<file path="src/rtl/gmp_pkg.sv">
package gmp_pkg;
    parameter int PINS      = 8;
    parameter int ADDR_W    = 12;
    parameter int MASK_LSB  = 2;
    parameter int SYNC_LEN  = 2;
    parameter logic [ADDR_W-1:0] DIR_OFS = 12'h400;

    localparam int MASK_MSB = MASK_LSB + PINS - 1;
    localparam int WIN_LSB  = MASK_LSB + PINS;

    typedef logic [PINS-1:0] pins_t;

    typedef enum logic [1:0] {
        RGN_DATA = 2'd0,
        RGN_DIR  = 2'd1,
        RGN_NONE = 2'd2
    } region_e;

    typedef struct packed {
        region_e rgn;
        pins_t   mask;
    } access_t;

    function automatic access_t decode_addr(input logic [ADDR_W-1:0] a);
        access_t r;
        r.mask = '0;
        if (a[ADDR_W-1:WIN_LSB] == '0) begin
            r.rgn  = RGN_DATA;
            r.mask = a[MASK_MSB:MASK_LSB];
        end else if (a == DIR_OFS) begin
            r.rgn = RGN_DIR;
        end else begin
            r.rgn = RGN_NONE;
        end
        return r;
    endfunction
endpackage

</file>
<file path="src/rtl/gmp_sync.sv">
module gmp_sync #(
    parameter int W      = 8,
    parameter int STAGES = 2
) (
    input  logic         clk,
    input  logic         rst,
    input  logic [W-1:0] d,
    output logic [W-1:0] q
);
    logic [W-1:0] chain [STAGES];

    genvar s;
    generate
        for (s = 0; s < STAGES; s++) begin : g_stage
            if (s == 0) begin : g_first
                always_ff @(posedge clk) begin
                    if (rst) chain[0] <= '0;
                    else     chain[0] <= d;
                end
            end else begin : g_next
                always_ff @(posedge clk) begin
                    if (rst) chain[s] <= '0;
                    else     chain[s] <= chain[s-1];
                end
            end
        end
    endgenerate

    assign q = chain[STAGES-1];
endmodule

</file>
<file path="src/rtl/gmp_decode.sv">
module gmp_decode
    import gmp_pkg::*;
(
    input  logic              sel,
    input  logic              wr,
    input  logic [ADDR_W-1:0] addr,
    output access_t           acc,
    output logic              wr_data,
    output logic              wr_dir,
    output logic              rd_none
);
    always_comb begin
        acc     = decode_addr(addr);
        wr_data = sel && wr && (acc.rgn == RGN_DATA);
        wr_dir  = sel && wr && (acc.rgn == RGN_DIR);
        rd_none = sel && !wr && (acc.rgn == RGN_NONE);
    end
endmodule

</file>
<file path="src/rtl/gmp_core.sv">
module gmp_core
    import gmp_pkg::*;
#(
    parameter logic IDLE_LVL = 1'b1
) (
    input  logic  clk,
    input  logic  rst,
    input  logic  wr_data,
    input  logic  wr_dir,
    input  pins_t mask,
    input  pins_t wdata,
    input  pins_t in_sync,
    output pins_t dir_q,
    output pins_t data_q,
    output pins_t chg,
    output pins_t drive
);
    pins_t wmask;
    pins_t data_nxt;

    always_comb begin
        wmask    = wr_data ? (mask & dir_q) : '0;
        data_nxt = (data_q & dir_q & ~wmask) | (wdata & wmask) | (in_sync & ~dir_q);
        chg      = ~dir_q & (in_sync ^ data_q);
    end

    always_ff @(posedge clk) begin
        if (rst) begin
            dir_q  <= '0;
            data_q <= '0;
        end else begin
            data_q <= data_nxt;
            if (wr_dir) dir_q <= wdata;
        end
    end

    genvar k;
    generate
        for (k = 0; k < PINS; k++) begin : g_pin
            assign drive[k] = dir_q[k] ? data_q[k] : IDLE_LVL;
        end
    endgenerate
endmodule

</file>
<file path="src/rtl/gpio_mask_port.sv">
module gpio_mask_port
    import gmp_pkg::*;
(
    input  logic              clk,
    input  logic              rst,
    input  logic              bus_sel,
    input  logic              bus_wr,
    input  logic [ADDR_W-1:0] bus_addr,
    input  logic [PINS-1:0]   bus_wdata,
    output logic [PINS-1:0]   bus_rdata,
    input  logic [PINS-1:0]   pad_in,
    output logic [PINS-1:0]   pad_out,
    output logic [PINS-1:0]   in_chg
);
    access_t acc;
    logic    wr_data_win;
    logic    wr_dir_hit;
    logic    rd_unmapped;
    pins_t   acc_mask;
    pins_t   in_sync;
    pins_t   dir_q;
    pins_t   data_q;

    gmp_decode u_dec (
        .sel     (bus_sel),
        .wr      (bus_wr),
        .addr    (bus_addr),
        .acc     (acc),
        .wr_data (wr_data_win),
        .wr_dir  (wr_dir_hit),
        .rd_none (rd_unmapped)
    );

    assign acc_mask = acc.mask;

    gmp_sync #(.W(PINS), .STAGES(SYNC_LEN)) u_sync (
        .clk (clk),
        .rst (rst),
        .d   (pad_in),
        .q   (in_sync)
    );

    gmp_core u_core (
        .clk     (clk),
        .rst     (rst),
        .wr_data (wr_data_win),
        .wr_dir  (wr_dir_hit),
        .mask    (acc_mask),
        .wdata   (bus_wdata),
        .in_sync (in_sync),
        .dir_q   (dir_q),
        .data_q  (data_q),
        .chg     (in_chg),
        .drive   (pad_out)
    );

    always_comb begin
        bus_rdata = '0;
        if (bus_sel && !bus_wr) begin
            unique case (acc.rgn)
                RGN_DATA: bus_rdata = data_q & acc.mask;
                RGN_DIR:  bus_rdata = dir_q;
                default:  bus_rdata = '0;
            endcase
        end
    end
endmodule

</file>
<file path="config.mk">
export PLATFORM = sky130hd
export DESIGN_NAME = gpio_mask_port
export DESIGN_NICKNAME = d
export VERILOG_FILES = /design/src/rtl/gmp_pkg.sv /design/src/rtl/gmp_sync.sv /design/src/rtl/gmp_decode.sv /design/src/rtl/gmp_core.sv /design/src/rtl/gpio_mask_port.sv
export SDC_FILE = /design/constraint.sdc
export NUM_CORES = 1
export LEC_CHECK = 0
export BUFFER_PORTS_ARGS = -buffer_cell sky130_fd_sc_hd__buf_2
export CAP_MARGIN = 10
export CORE_UTILIZATION = 50
export DETAILED_ROUTE_END_ITERATION = 16
export GPL_TIMING_DRIVEN = 1
export HOLD_SLACK_MARGIN = 0.1
export PLACE_DENSITY = 0.79
export REMOVE_ABC_BUFFERS = 1
export SLEW_MARGIN = 30
export SYNTH_ARGS = -nofsm -noshare
export SYNTH_HDL_FRONTEND = slang
export SYNTH_HIERARCHICAL = 1
export SYNTH_SLANG_ARGS = --single-unit
</file>
<file path="constraint.sdc">
create_clock -name clk -period 1.6 [get_ports clk]
set_clock_uncertainty 0.05 [all_clocks]
set_input_delay 0.16 -clock clk [delete_from_list [all_inputs] [get_ports clk]]
set_output_delay 0.16 -clock clk [all_outputs]
set_load 0.01 [all_outputs]
</file>
# Word level (Yosys, flattened, before mapping)
# Memory sizes are Yosys's and may differ from the RTL's.
# Cells that the tools add are included.
[totals] input_bits=32 elab_cells=45 register_bits=16 mem_bits_rw=16 memories=1 out_inout_bits=24
[memory_table] memory="u_sync.chain" words=2 width=8 rd=2 rd_clocked_by_memory_dff=0 wr=2 line_no="gmp_sync.sv:10" text="logic [W-1:0] chain [STAGES];"
[classes] n_eq_ne=2 bitwise_logic=14 reduce_logical=7 muxes=19
[op_table] cell="$and A8 B8 Y8" n=7
[op_table] cell="$mux W8" n=5
[op_table] cell="$not A8 Y8" n=2
[op_table] cell="$or A8 B8 Y8" n=2
[op_table] cell="$pmux W8 S2" n=1
[op_table] cell="$eq A12 B11 Y1 const B" n=1
[op_table] cell="$mux W1" n=11
[op_table] cell="$xor A8 B8 Y8" n=1
[op_table] cell="$logic_and A1 B1 Y1" n=4
[op_table] cell="$logic_not A2 Y1" n=2
[op_table] cell="$mux W2" n=2
[op_table] cell="$eq A2 B1 Y1 const B" n=1
[op_table] cell="$or A1 B1 Y1" n=2
[op_table] cell="$logic_not A1 Y1" n=1

# Logic depth before layout (Yosys ltp)
[depth] depth_word=10 depth_mapped=7 depth_no_buf=4

# By module
# Netlist, hierarchy kept.
[by_module_without_submodules] module="gmp_core" seq_area_each_um2=320.3 instances=1 area_per_inst_um2=848.3 cells_each=92
[by_module_without_submodules] module="gmp_sync" seq_area_each_um2=320.3 instances=1 area_per_inst_um2=464.2 cells_each=33
[by_module_without_submodules] module="gpio_mask_port" seq_area_each_um2=0.0 instances=1 area_per_inst_um2=185.2 cells_each=27
[by_module_without_submodules] module="gmp_decode" seq_area_each_um2=0.0 instances=1 area_per_inst_um2=175.2 cells_each=20

# Worst setup path after synthesis
# No wires, ideal clock.
[synth_timing] kind="input to output" start="input port bus_addr[8]" end="output port bus_rdata[0]" arrival_ns=1.236 stages=5 required_time_ns=1.390 slack_ns=0.154 n_path_buf=1 cell_sequence="nor4b_4 -> a31oi_1 -> or3b_1 -> buf_6 -> a21oi_2"
[synth_lines] item="from (decl)" line_no="gpio_mask_port.sv:8" text="input logic [ADDR_W-1:0] bus_addr,"
[synth_lines] item="to (decl)" line_no="gpio_mask_port.sv:10" text="output logic [PINS-1:0] bus_rdata,"

==> reports/metrics.cfg <==
[routing]
vias = 1485
wl_per_cell_microns = 12.6
ant_nets = 0
dr.pass1.iters = 4
drtIter0Drc = 54
viasPerCell = 4.98
drc = 0
routed_wl_microns = 3750

[finish]
final_cell_mix = buf_2 (52), dfxtp_1 (32), nor2_1 (25), dlygate4sd3_1 (16), buf_4 (11)
fillers = 262
drive_above_1_share = 0.425
mostFrequentLayoutCell = buf_2
final_cells = 298
syn_to_final_growth_pct = 36.7
antenna_cells = 0
nets = 285

[clock_tree]
path_clk_slew_ps = 90
numCtsBuffers = 5
cts_buffer_depth = 2
cts_tree = built
cts_sinks = 32
clk-insertion-delay-late_ps = 330
cts-root-buf = clkbuf_4
h-tree-depth = 2

[power]
p_leak_nw = 0.897
finalPower_mw = 1.53
power.density_nw_per_um2 = 674
ir_drop_uv = 612

[sta]
grt_setup_unrepaired = true
finalCriticalPeriod_ps = 1690
worst_pin_slew_ps = 452
finalHoldWorstSlack_ps = 196
slew_viol_final = 0
fmax_ghz = 0.593
timing.final.ws_setup_ps = -85.5
hold_viol = 0
relSlewSlack = 0.698
setup-violations-final = 8
tns_ps = -545
fin_crit_sh = 1.05

[synthesis]
syn_avg_cell_area_sq_um = 9.75
yosys_warnings = 6
syn_area_sq_um = 1660
postSynthCellCount = 170

[worst_setup_path]
crit_fanout = 5
reg2reg_to = u_core/data_q[0]
crit_required_ps = 1390
endpoint_kind = primary output
worstRegToRegCells = 2
r2r_slack_ps = 440
critPathArrivalTime_ps = 1480
crit_type = in2out
cp-start-kind = input pin
r2r_start = u_core/data_q[0]

[worst_hold_path]
hold_path_startpoint = rst
min_to = u_core/dir_q[5]
hold_class = in2reg
worstHoldPathCells = 2

[floorplanning]
die_w_microns = 59.6
ios = 56
fp.coreArea_sq_um = 3100
initial_utilization = 0.534
dieHeight_microns = 59.6
rows = 20
die-area_sq_um = 3550

[run]
drv_cap = 0

[grt]
grt_max_degree = 23
antenna_found_initial = 0
grt_usage = 0.229
grt_pass1_wl_microns = 5900
gr-total-overflow = 0
grt_pass1_vias = 1355

[placement]
gp_congestion = 0.792
dp.cells = 274
dpl.hpwl_microns = 2590
numPortBuffers = 55

[run_status]
outcome = complete, but fails checks
violations = setup timing

[cell type report]
| type | instances | area, sq um | area share |
|---|---|---|---|
| sequential | 32 | 641 | 0.283 |
| timing repair buffer | 84 | 559 | 0.247 |
| tap | 44 | 55.1 | 0.0243 |
| clock buffer | 8 | 58.8 | 0.0260 |
| multi-input combinational | 130 | 952 | 0.420 |
[worst max-delay path, cell delays in order]
cell     delay (ps)
buf_2           120
nor4_4          290
a31oi_1         120
or3b_4          400
buf_6           150
a21oi_2         100
buf_2           140
[metal layers]
metal	track usage	routed length (microns)
met3	0.0721	280
met4	0.0797	40
met1	0.268	1590
met5	0	0
met2	0.393	1830
[how the worst max path moves through the flow]
stage,start,endpoint,slack [ps],cells past startpoint
after floorplan,bus_addr[8],bus_rdata[0],110,4
after global placement,bus_addr[8],bus_rdata[1],-140,7
after detailed placement,bus_addr[8],bus_rdata[1],-160,7
after CTS,bus_addr[1],bus_rdata[1],-90,7
after global routing,bus_addr[1],bus_rdata[1],-130,7
final,bus_addr[0],bus_rdata[1],-90,7
[stage by stage]
| step | area [sq um] | worst slack [ps] | util |
|---|---|---|---|
| floorplan | 1590 | 113 | - |
| global placement | 2020 | -137 | 0.650 |
| detailed placement | 2020 | -160 | 0.650 |
| CTS | 2270 | -94.1 | 0.730 |
| global route | 2270 | -131 | 0.730 |
| finish | 2270 | -85.5 | 0.730 |
[flip-flops by register name, indices dropped and copies added, names as in the netlist]
register and cells:
u_sync/chain 16, u_core/data_q 8, u_core/dir_q 8
[report_power, final]
part           total (mW)  switching [mW]  internal [mW]
logic               0.216          0.0914          0.125
registers           0.833          0.0131          0.820
clock network       0.478           0.261          0.217
total                1.53           0.366           1.16
[repair_timing]
action / in CTS / in global routing
pin swaps: 5 / 0
gates resized for setup: 8 / 0
endpoints found under the setup margin: 8 / 8
hold buffers: 16 / 0
buffers inserted: 0 / 0
endpoints found under the hold margin: 24 / 0
No activity file was read; power rests on OpenSTA's default activity.
